==> config.mk <==
export PLATFORM = sky130hd
export DESIGN_NAME = ivg_interval_gen
export DESIGN_NICKNAME = d
export VERILOG_FILES = /design/src/rtl/ivg_pkg.sv /design/src/rtl/ivg_trig_sync.sv /design/src/rtl/ivg_tick_counter.sv /design/src/rtl/ivg_pulse_ctl.sv /design/src/rtl/ivg_interval_gen.sv
export SDC_FILE = /design/constraint.sdc
export NUM_CORES = 1
export LEC_CHECK = 0
export BUFFER_PORTS_ARGS = -buffer_cell sky130_fd_sc_hd__buf_2
export CAP_MARGIN = 20
export CORE_ASPECT_RATIO = 0.5
export CORE_MARGIN = 1.5
export CORE_UTILIZATION = 35
export DETAILED_ROUTE_END_ITERATION = 12
export GPL_ROUTABILITY_DRIVEN = 0
export SLEW_MARGIN = 30
export SYNTH_ARGS = -nofsm -noshare
export SYNTH_HDL_FRONTEND = slang
export SYNTH_SLANG_ARGS = --single-unit
==> constraint.sdc <==
create_clock -name clk -period 4.45 [get_ports clk]
set_input_delay 0.89 -clock clk [delete_from_list [all_inputs] [get_ports clk]]
set_output_delay 0.89 -clock clk [all_outputs]
set_load 0.05 [all_outputs]
==> src/rtl/ivg_pkg.sv <==
package ivg_pkg;
  localparam int unsigned IVG_CNT_W       = 14;
  localparam int unsigned IVG_SYNC_STAGES = 2;
endpackage

==> src/rtl/ivg_trig_sync.sv <==
module ivg_trig_sync #(
  parameter int unsigned SYNC_STAGES = 2
) (
  input  logic clk,
  input  logic rst,
  input  logic trig_async,
  output logic trig_evt
);
  localparam int unsigned MSB = SYNC_STAGES - 1;

  logic [SYNC_STAGES-1:0] sync_q;
  logic                   prev_q;
  logic                   evt_q;

  always_ff @(posedge clk) begin
    if (rst) begin
      sync_q <= '0;
      prev_q <= 1'b0;
      evt_q  <= 1'b0;
    end else begin
      sync_q <= {sync_q[MSB-1:0], trig_async};
      prev_q <= sync_q[MSB];
      evt_q  <= sync_q[MSB] & ~prev_q;
    end
  end

  assign trig_evt = evt_q;

  // A held trigger must give a single-cycle event.
  assert_evt_single_R8: assert property (@(posedge clk) disable iff (rst)
    evt_q |=> !evt_q);
endmodule

==> src/rtl/ivg_tick_counter.sv <==
module ivg_tick_counter #(
  parameter int unsigned CNT_W = 14,
  localparam int unsigned TAP_W = $clog2(CNT_W)
) (
  input  logic             clk,
  input  logic             rst,
  input  logic             run,
  input  logic             tick_en,
  input  logic [TAP_W-1:0] tap,
  output logic             term
);
  logic [CNT_W-1:0] cnt_q;
  logic [CNT_W-1:0] cnt_nxt;

  assign cnt_nxt = cnt_q + 1'b1;
  assign term    = run & tick_en & cnt_nxt[tap];

  always_ff @(posedge clk) begin
    if (rst || !run) begin
      cnt_q <= '0;
    end else if (tick_en) begin
      cnt_q <= cnt_nxt;
    end
  end

  assert_idle_zero_R10: assert property (@(posedge clk) disable iff (rst)
    !run |=> (cnt_q == '0));

  assert_hold_no_tick_R4: assert property (@(posedge clk) disable iff (rst)
    (run && !tick_en) |=> $stable(cnt_q));
endmodule

==> src/rtl/ivg_pulse_ctl.sv <==
module ivg_pulse_ctl #(
  parameter int unsigned CNT_W = 14,
  localparam int unsigned TAP_W = $clog2(CNT_W)
) (
  input  logic             clk,
  input  logic             rst,
  input  logic             evt,
  input  logic             term,
  input  logic [TAP_W-1:0] tap_in,
  output logic             pulse,
  output logic [TAP_W-1:0] tap_q
);
  localparam logic [TAP_W-1:0] TAP_MAX = TAP_W'(CNT_W - 1);

  logic [TAP_W-1:0] tap_clamped;
  logic             pulse_q;

  assign tap_clamped = (tap_in > TAP_MAX) ? TAP_MAX : tap_in;

  always_ff @(posedge clk) begin
    if (rst) begin
      pulse_q <= 1'b0;
      tap_q   <= '0;
    end else if (!pulse_q) begin
      if (evt) begin
        pulse_q <= 1'b1;
        tap_q   <= tap_clamped;
      end
    end else if (term) begin
      pulse_q <= 1'b0;
    end
  end

  assign pulse = pulse_q;

  assert_start_from_evt_R2: assert property (@(posedge clk) disable iff (rst)
    $rose(pulse_q) |-> $past(evt));

  assert_ignore_busy_R7: assert property (@(posedge clk) disable iff (rst)
    (pulse_q && !term) |=> pulse_q);

  assert_end_on_term_R4: assert property (@(posedge clk) disable iff (rst)
    (pulse_q && term) |=> !pulse_q);

  assert_tap_stable_R6: assert property (@(posedge clk) disable iff (rst)
    pulse_q |=> (!pulse_q || $stable(tap_q)));

  assert_reset_idle_R11: assert property (@(posedge clk)
    rst |=> !pulse_q);
endmodule

==> src/rtl/ivg_interval_gen.sv <==
module ivg_interval_gen
  import ivg_pkg::*;
#(
  parameter int unsigned CNT_W       = IVG_CNT_W,
  parameter int unsigned SYNC_STAGES = IVG_SYNC_STAGES,
  localparam int unsigned TAP_W      = $clog2(CNT_W)
) (
  input  logic             clk,
  input  logic             rst,
  input  logic             trig_in,
  input  logic             tick_en,
  input  logic [TAP_W-1:0] tap_sel,
  output logic             pulse_out,
  output logic             busy
);
  logic             trig_evt;
  logic             term;
  logic             pulse;
  logic [TAP_W-1:0] tap_q;

  ivg_trig_sync #(.SYNC_STAGES(SYNC_STAGES)) u_sync (
    .clk        (clk),
    .rst        (rst),
    .trig_async (trig_in),
    .trig_evt   (trig_evt)
  );

  ivg_pulse_ctl #(.CNT_W(CNT_W)) u_ctl (
    .clk    (clk),
    .rst    (rst),
    .evt    (trig_evt),
    .term   (term),
    .tap_in (tap_sel),
    .pulse  (pulse),
    .tap_q  (tap_q)
  );

  ivg_tick_counter #(.CNT_W(CNT_W)) u_cnt (
    .clk     (clk),
    .rst     (rst),
    .run     (pulse),
    .tick_en (tick_en),
    .tap     (tap_q),
    .term    (term)
  );

  assign pulse_out = pulse;
  assign busy      = pulse;
endmodule

Word level (Yosys, flattened, before mapping):

Cells that the tools add are included.

* register bits after elaboration: 23
* bits of input ports: 8

* bitwise gates (word level): 5
* add/sub/neg operators: 1
* $lt $le $gt $ge: 2
* reduce and logical (&&, ||, !) cells: 3
* mux-type cells: 6

Operators with widths (count)
* $add A14 B1 Y14 const B: 1
* $lt A4 B5 Y1 const B: 1
* $bmux W1 S4: 1
* $gt A4 B4 Y1 const B: 1
* $mux W1: 4
* $mux W4: 1
* $and A1 B1 Y1: 3
* $not A1 Y1: 2
* $reduce_and A2 Y1: 1
* $logic_not A1 Y1: 1
* $logic_or A1 B1 Y1: 1

Longest topological paths before layout:

Gate-level depths: netlist of the first run.

* depth after elaboration: 6
* depth in mapped cells: 7
* depth with buffers taken out: 7

By module:

A second synthesis of the first run with hierarchy kept.

* cells, all modules: 166
* area, all modules: 1361.3 um^2

By module, submodules not included
* ivg_tick_counter: sequential area each 280.3 um^2, cells an instance 135, times used 1, area each 1038.5 um^2
* ivg_pulse_ctl: sequential area each 100.1 um^2, cells an instance 22, times used 1, area each 203.9 um^2
* ivg_trig_sync: sequential area each 80.1 um^2, cells an instance 8, times used 1, area each 111.4 um^2
* ivg_interval_gen: sequential area each 0.0 um^2, cells an instance 1, times used 1, area each 7.5 um^2

Least setup slack after synthesis of the first run:

No wires, ideal clock.

* path kind: register to output
* start: reg u_ctl.pulse_q (netlist: u_ctl.pulse)
* end: out pulse_out
* stages on the path, launching flop included: 2
* path buffers: 1
* arrival time: 983 ps
* setup slack: 2577 ps
* cell sequence: dfxtp_1 buf_4

RTL lines
* from (decl): line ivg_pulse_ctl.sv:16 `logic pulse_q;`
* from (signal assigned): line ivg_pulse_ctl.sv:22 `pulse_q <= 1'b0;`
* from (signal assigned): line ivg_pulse_ctl.sv:26 `pulse_q <= 1'b1;`
* from (signal assigned): line ivg_pulse_ctl.sv:30 `pulse_q <= 1'b0;`
* to (decl): line ivg_interval_gen.sv:13 `output logic pulse_out,`

No word-level cell between the ends.

Worst setup path after layout of the first run:

* start: reg u_cnt.cnt_q[0]
* end: reg u_ctl.pulse_q (netlist: u_ctl.pulse)

* word-level cells in the longest chain between the ends: 6

Ends and longest elaborated chain
* from (decl): line ivg_tick_counter.sv:12 `logic [CNT_W-1:0] cnt_q;`
* from (signal assigned): line ivg_tick_counter.sv:22 `cnt_q <= cnt_nxt;`
* $add A14 B1 Y14: line ivg_tick_counter.sv:15 `assign cnt_nxt = cnt_q + 1'b1;`
* $bmux W1 S4: line ivg_tick_counter.sv:16 `assign term = run & tick_en & cnt_nxt[tap];`
* $mux W1 (implied by the code): line ivg_tick_counter.sv:16
* $and A1 B1 Y1: line ivg_tick_counter.sv:16
* $mux W1: line ivg_pulse_ctl.sv:29 `end else if (term) begin`
* $mux W1: line ivg_pulse_ctl.sv:24 `end else if (!pulse_q) begin`

No other way between the ends. The select of a mux whose other input is x is not followed.
A chain may end at the register's enable or synchronous reset.

==> implementation parameters, run 1 <==
Parameter                              Value

Detailed routing
  Average vias per placed instance ... 5.06
  Iteration-0 DRC Markers ... 42
  Number of vias in the routed layout ... 1068
  Drt drc ... 0
  DR pass1 iterations ... 4
  Avg WL per Cell ... 11.6 µm
  Aggregate routed wire length ... 2450 µm
  Number of routed nets with antenna violations ... 0

Worst setup path
  Launching element type of the critical path ... flip-flop
  Crit. End Element ... flip-flop
  Data arrival time of the worst path ... between 2 and 2.5 ns
  Worst Path Class, Setup ... reg2reg
  Endpoint required time on the critical path ... about 4.6 ns
  Max Fanout on Critical Path ... 6

CTS
  Total CTS buffers ... 3
  Sinks on Clock Net ... 23
  Buffer count from post-CTS setup fixing ... 0
  Number of buffers inserted by hold repair at cts ... 0
  Clock tree from TritonCTS ... yes
  Clock tree root buffer cell ... sky130_fd_sc_hd__clkbuf_8
  Cells resized by post-CTS repair ... 0
  Clock-pin slew on the worst setup and hold paths ... around 0.080 ns
  Worst-skew pair later-pin latency ... 0.26 ns
  Maximum buffer depth of the clock tree ... 2
  H-tree depth ... 1

Global route
  Initial antenna violation count ... 0
  Global-route congestion overflow total ... 0
  GRT Resource Usage Total ... approximately 14%
  Pin count of the biggest net entering global routing ... 15
  Global-route wire length before repair ... ~4300 µm
  Vias in the first global route ... 914

Placement
  Buffers added on ports ... 9
  DP Area ... 1340 µm²
  Placed wire-length estimate ... between 1500 and 2000 µm

Final layout
  Signed area change from the synthesized netlist to the final layout ... 6.21%
  Final nets ... 170
  Diode insertion count for antenna repair ... 0
  Ratio of cells with drive above 1 in the final layout ... between 10% and 20%
  Commonest cells after routing, fill and taps aside ... sky130_fd_sc_hd__dfxtp_1 (23), sky130_fd_sc_hd__nor2_1 (21), sky130_fd_sc_hd__nand2_1 (14), sky130_fd_sc_hd__nand3_1 (12), sky130_fd_sc_hd__xor2_1 (12)
  Cell area after layout ... around 1400 µm²
  Most common library cell in the layout ignoring fill and taps ... sky130_fd_sc_hd__dfxtp_1

STA
  FMAX ... 0.525 GHz
  Setup TNS ... 0 ns
  Final number of setup-violating endpoints ... 0
  Clock period minus worst slack ... ~1.9 ns
  Final period util ... a little over two fifths
  Final Hold Violating Endpoints ... 0
  Max-slew violation total from the final report ... 0
  Setup repair after global routing missed its margin ... no
  Clock skew after layout ... around 0.0032 ns
  Remaining max-slew budget at the tightest pin ... a little over three fifths
  Measured slew at the worst slew-check pin ... 0.562 ns

Yosys
  Warnings, synthesis ... 0
  Sequential cell area fraction in the yosys report ... a little over a third
  Number of distinct library cells after synthesis ... between 40 and 50
  Synthesized Nets ... 164
  Netlist area before placement ... about 1300 µm²
  FF+latch count, synth ... 23
  Average size of a mapped cell ... 8.44 µm²
  Synthesized instance count ... 155

Power and ir drop
  Power density over cell area ... around 260 nW/µm²
  Maximum vdd drop ... roughly 0.000092 V
  Overall power after layout ... roughly 0.36 mW
  Leakage power total ... 0.444 nW

Die
  Area inside the core boundary ... around 3500 µm²
  Die Footprint ... 4140 µm²
  Top-Level Pins ... 10
  Height of the die ... between 40 and 50 µm
  Standard-cell row count ... 15
  Die width ... about 89 µm
  Starting utilization of the core area ... about 37%

Hold path
  Hold WC Path Type ... reg2reg

Status
  Result of the run ... finished, final reports clean

Flow run
  Maximum capacitance violations ... 0
stage by stage:
step	instances	hold WS [ns]	worst slack, ns	utilization (%)
4_1_cts	211	0.405	2.54	39.6
6_report	211	0.396	2.55	39.6
2_1_floorplan	155	0.367	2.58	-
5_1_grt	211	0.420	2.40	39.6
3_3_place_gp	207	0.371	2.47	38.3
3_5_place_dp	207	0.387	2.48	38.3
kinds of logic (layout without fill, tap and decap cells):
kind of cell,Yosys count,count (layout),share of synthesized area (%)
xor+xnor,17,17,11.4
compound gates,27,27,14.3
simple gates,75,75,30.9
flops,23,23,35.2
buf+inv,11,16,6.50
mux,1,1,0.765
fa+ha+maj,1,1,0.956
report_power, final:
group | total (mW) | leakage, nW | switching (mW) | internal (mW)
logic | 0.0204 | 0.232 | 0.0131 | 0.00728
clock network | 0.130 | 0.0255 | 0.0678 | 0.0625
registers | 0.212 | 0.186 | 0.00310 | 0.208
critical path: stages (launching register included):
cell and delay, ns:
sky130_fd_sc_hd__dfxtp_1 0.43, sky130_fd_sc_hd__ha_1 0.31, sky130_fd_sc_hd__nand3_1 0.12, sky130_fd_sc_hd__nor3_2 0.18, sky130_fd_sc_hd__xor2_1 0.18, sky130_fd_sc_hd__nor2_1 0.05
sky130_fd_sc_hd__a2111oi_1 0.39, sky130_fd_sc_hd__o41ai_1 0.13
state kept, by name, summed over array words and instances, names as in the netlist:
signal and count:
u_sync.sync_q 2, u_sync.trig_evt 1, u_ctl.pulse 1, u_sync.prev_q 1, u_cnt.cnt_q 14, u_ctl.tap_q 4
layout make-up:
| class | instances | area [µm²] |
|---|---|---|
| sequential | 23 | 460 |
| clock buffer | 3 | 41.3 |
| timing repair buffer | 9 | 45.0 |
| clock inverter | 1 | 5.00 |
| fill | 369 | 2120 |
| inverter | 3 | 11.3 |
| multi-input combinational | 121 | 763 |
| tap | 51 | 63.8 |
path summary, 6_finish.rpt:
| kind | from | endpoint | slack, ns | cells after the start |
|---|---|---|---|---|
| setup / recovery | u_cnt.cnt_q[0] | u_ctl.pulse | 2.55 | 7 |
| hold / removal | u_sync.prev_q | u_sync.trig_evt | 0.40 | 1 |
| setup reg to reg | u_cnt.cnt_q[0] | u_ctl.pulse | 2.55 | 7 |
| hold reg to reg | u_sync.prev_q | u_sync.trig_evt | 0.40 | 1 |
synthesized netlist by cell type:
cell | number | area share, %
sky130_fd_sc_hd__ha_1 | 1 | 0.96
sky130_fd_sc_hd__a2111oi_1 | 1 | 0.76
sky130_fd_sc_hd__and3b_1 | 1 | 0.67
sky130_fd_sc_hd__o22ai_1 | 1 | 0.48
sky130_fd_sc_hd__o311ai_1 | 1 | 0.67
sky130_fd_sc_hd__a211oi_1 | 1 | 0.57
sky130_fd_sc_hd__clkbuf_8 | 1 | 1.1
sky130_fd_sc_hd__a311oi_1 | 1 | 0.67
sky130_fd_sc_hd__and4_1 | 2 | 1.3
sky130_fd_sc_hd__nor2b_1 | 5 | 2.4
sky130_fd_sc_hd__a221oi_1 | 1 | 0.67
sky130_fd_sc_hd__nor3_1 | 2 | 0.76
sky130_fd_sc_hd__o211ai_1 | 3 | 1.7
sky130_fd_sc_hd__xor2_1 | 12 | 8.0
sky130_fd_sc_hd__o21bai_1 | 1 | 0.57
sky130_fd_sc_hd__nand3_1 | 12 | 4.6
sky130_fd_sc_hd__and3_1 | 1 | 0.48
sky130_fd_sc_hd__a21o_1 | 1 | 0.57
sky130_fd_sc_hd__clkbuf_1 | 2 | 0.57
sky130_fd_sc_hd__o21ai_1 | 1 | 0.38
sky130_fd_sc_hd__nor4_2 | 1 | 0.96
sky130_fd_sc_hd__nor3_2 | 1 | 0.76
sky130_fd_sc_hd__buf_4 | 1 | 0.57
sky130_fd_sc_hd__dfxtp_1 | 23 | 35
sky130_fd_sc_hd__or4_1 | 2 | 1.1
sky130_fd_sc_hd__o221ai_1 | 1 | 0.67
sky130_fd_sc_hd__a22oi_1 | 1 | 0.57
sky130_fd_sc_hd__xnor2_1 | 5 | 3.3
sky130_fd_sc_hd__or3_1 | 1 | 0.48
sky130_fd_sc_hd__inv_1 | 3 | 0.86
sky130_fd_sc_hd__mux2i_1 | 1 | 0.76
sky130_fd_sc_hd__a21oi_1 | 8 | 3.1
sky130_fd_sc_hd__nand4_4 | 1 | 1.6
sky130_fd_sc_hd__o41ai_1 | 1 | 0.67
sky130_fd_sc_hd__nor2_1 | 21 | 6.0
sky130_fd_sc_hd__nand4_1 | 5 | 2.4
sky130_fd_sc_hd__o21ai_0 | 2 | 0.76
sky130_fd_sc_hd__nand2_1 | 14 | 4.0
sky130_fd_sc_hd__nor2_4 | 1 | 0.86
sky130_fd_sc_hd__a21boi_2 | 1 | 0.86
sky130_fd_sc_hd__nor4_1 | 1 | 0.48
sky130_fd_sc_hd__nand2b_1 | 4 | 1.9
sky130_fd_sc_hd__o31a_1 | 1 | 0.67
sky130_fd_sc_hd__buf_6 | 4 | 3.4
routing by layer:
layer	up-vias	global-route usage [%]	part of all wire, %
met4	0	2.77	0.78
met3	2	4.84	4.4
met1	488	19.1	53
li1	559	-	-
met5	-	0	0
met2	19	21.8	42
No activity file was read; power rests on OpenSTA's default activity.
==> run 2, diff against run 1 <==
==> constraint.sdc (replaced) <==
create_clock -name clk -period 1.5 [get_ports clk]
set_input_delay 0.3 -clock clk [delete_from_list [all_inputs] [get_ports clk]]
set_output_delay 0.3 -clock clk [all_outputs]
set_load 0.05 [all_outputs]
==> run 2 against run 1 <==
  * Critical path depth decreased by 1
  * Final cell count increased by 14%
  * Wire length increased by 28%
  * The run now ends with setup timing left
  * Clock skew increased by 0.0034 ns
  * Combinational power increased to 3.7 times the previous value
  * Clock power increased to 3.0 times the previous value
  * Power increased to 3.0 times the previous value
  * Sequential share of layout area decreased by 4.7 points
==> implementation parameters, run 2 (synthesis gave the netlist of run 1 again) <==
Parameter                              Value

Detailed routing
  Drt drc ... 0
  Routed length on met1 ... 1620 µm
  Total length of routed met3 wires ... between 100 and 150 µm
  Iteration-0 DRC Markers ... just under 80
  Sum of met2 wire segment lengths after detailed routing ... roughly 1300 µm
  Aggregate routed wire length ... ~3100 µm
  Highest routing layer actually used ... met4
  Number of vias in the routed layout ... roughly 1200
  Avg WL per Cell ... 13.0 µm
  DR pass1 iterations ... 4
  Average vias per placed instance ... ~5
  Number of routed nets with antenna violations ... 0

Worst setup path
  Endpoint required time on the critical path ... approximately 1.7 ns
  Worst reg-to-reg path cell count ... 6
  Launching element type of the critical path ... flip-flop
  CP cell instances ... nand4_4, nor3_4, xor2_1, nor2_1, a2111oi_2, o41ai_1
  Beginning of the worst register-to-register path ... u_cnt.cnt_q[2]
  Worst reg2reg path endpoint ... u_ctl.pulse
  Max Fanout on Critical Path ... 6
  Worst Path Class, Setup ... reg2reg
  Reg-to-reg setup timing slack ... -0.14 ns
  Data arrival time of the worst path ... between 1.5 and 2 ns
  Largest stage delay, worst path ... ~0.38 ns
  Crit. End Element ... flip-flop
  Slowest CP cell ... sky130_fd_sc_hd__dfxtp_4

Placement
  DP Area ... approximately 1600 µm²
  Buffers added on ports ... 9
  Placed wire-length estimate ... around 2200 µm

CTS
  Worst-skew pair later-pin latency ... roughly 0.27 ns
  Clock tree from TritonCTS ... yes
  H-tree depth ... 1
  Total CTS buffers ... 3
  Clock tree root buffer cell ... sky130_fd_sc_hd__clkbuf_8
  Sinks on Clock Net ... 23
  Clock-pin slew on the worst setup and hold paths ... approximately 0.08 ns
  Maximum buffer depth of the clock tree ... 2

Hold path
  Hold-critical path depth ... 2
  Hold WC Path Type ... in2reg
  Endpoint with the worst hold slack ... u_sync.sync_q[0]
  Origin of the worst min-delay path ... trig_in

Final layout
  Signed area change from the synthesized netlist to the final layout ... 30.3%
  Diode insertion count for antenna repair ... 0
  Commonest cells after routing, fill and taps aside ... sky130_fd_sc_hd__buf_4 (28), sky130_fd_sc_hd__nor2_1 (18), sky130_fd_sc_hd__dfxtp_1 (14), sky130_fd_sc_hd__nand2_1 (13), sky130_fd_sc_hd__xor2_1 (12)
  Most common library cell in the layout ignoring fill and taps ... sky130_fd_sc_hd__buf_4
  Register with the highest flop count ... u_cnt.cnt_q
  Ratio of cells with drive above 1 in the final layout ... between 30% and 40%
  Footprint of the multi-input gates ... 835 µm²
  Final nets ... 199
  Registers with the highest flip-flop counts ... u_cnt.cnt_q: 14 flops, u_ctl.tap_q: 4 flops, u_sync.sync_q: 2 flops
  Reg area ... roughly 480 µm²
  Cell area after layout ... about 1700 µm²
  Number of fill cells in the layout ... approximately 330
  Largest register FFs ... 14

STA
  Clock skew after layout ... 0.00669 ns
  Clock period minus worst slack ... between 1.5 and 2 ns
  Remaining max-slew budget at the tightest pin ... just over 80%
  Final Hold Violating Endpoints ... 0
  Setup WS post-layout ... -0.145 ns
  Final period util ... 110%
  Measured slew at the worst slew-check pin ... about 0.26 ns
  FMAX ... between 0.6 and 0.7 GHz
  Final number of setup-violating endpoints ... 1
  Setup repair after global routing missed its margin ... yes
  Max-slew violation total from the final report ... 0

Die
  Top-Level Pins ... 10
  Height of the die ... 46.2 µm
  Standard-cell row count ... 15
  Die width ... 89.5 µm
  Area inside the core boundary ... 3510 µm²
  Starting utilization of the core area ... between 30% and 40%
  Die Footprint ... between 4000 and 5000 µm²

Global route
  GRT Resource Usage Total ... 16.6%
  Pin count of the biggest net entering global routing ... 15
  Global-route wire length before repair ... 5010 µm
  Vias in the first global route ... 1074
  Global-route congestion overflow total ... 0
  Initial antenna violation count ... 0

Power and ir drop
  Leakage power total ... slightly above 0.6 nW
  Overall power after layout ... roughly 1.1 mW
  Power density over cell area ... approximately 640 nW/µm²
  Maximum vdd drop ... 0.000348 V

Status
  Result of the run ... finished with violations
  Failing checks ... setup timing

Flow run
  Maximum capacitance violations ... 0
-- run 2: cell count changes in the layout (fill, tap and decap cells not counted), moves of 3 or more --
cell                      previous run  this run
sky130_fd_sc_hd__dfxtp_2             0         4
sky130_fd_sc_hd__dfxtp_1            23        14
sky130_fd_sc_hd__dfxtp_4             0         5
sky130_fd_sc_hd__buf_4               0        28
sky130_fd_sc_hd__nor2_1             21        18
sky130_fd_sc_hd__nor2_2              0         3
-- run 2: critical path: cells and delay by family (launching register included) --
kind / cells / cell delay (ns)
and+or+nand+nor: 3 / 0.51
AOI/OAI and AO/OA: 2 / 0.44
DFF: 1 / 0.38
xor gates and xnor gates: 1 / 0.19
-- run 2: through the flow --
step                setup slack [ns]  setup TNS [ns]  std cells  hold WS (ns)  util [%]
finish                        -0.145          -0.145        240         0.235      48.6
global route                  -0.258          -0.259        240         0.266      48.6
CTS                           -0.103          -0.103        240         0.234      48.0
detailed placement            -0.156          -0.174        235         0.381      45.2
global placement              -0.165          -0.178        235         0.371      45.2
floorplan                    -0.0645         -0.0645        155         0.367         -
-- run 2: area by class of cell --
class,count,share of cell area (%)
clock buffers,4,2.64
flip-flops and latches,23,28.4
repair buffers,38,15.6
well taps,51,3.74
inverters,3,0.660
multi-input cells,121,48.9
-- run 2: report_power, final --
part,switching [mW],internal [mW]
registers,0.00812,0.610
logic,0.0444,0.0310
clock network,0.204,0.190
total,0.256,0.831
-- run 2: what timing repair did --
action                     in CTS  in global routing
hold buffers                    0                  0
gates resized for setup        14                  7
hold endpoints to repair        0                  0
pin swaps                       6                  3
buffers inserted                1                  0
setup endpoints to repair       3                  2
-- run 2: per-layer routing --
metal / up-vias / GRT usage, %
met4: 0 / 3.69
li1: 623 / -
met3: 4 / 4.30
met5: - / 0
met2: 29 / 25.3
met1: 548 / 23.6
-- run 2: worst max path at each step --
stage / startpoint / end / slack, ns / cells after the start
global route: u_cnt.cnt_q[2] / u_ctl.pulse / -0.26 / 6
global placement: u_cnt.cnt_q[0] / u_ctl.pulse / -0.17 / 7
floorplan: u_cnt.cnt_q[0] / u_ctl.pulse / -0.06 / 7
CTS: u_cnt.cnt_q[5] / u_ctl.pulse / -0.10 / 6
detailed placement: u_cnt.cnt_q[0] / u_ctl.pulse / -0.16 / 7
finish: u_cnt.cnt_q[2] / u_ctl.pulse / -0.14 / 6
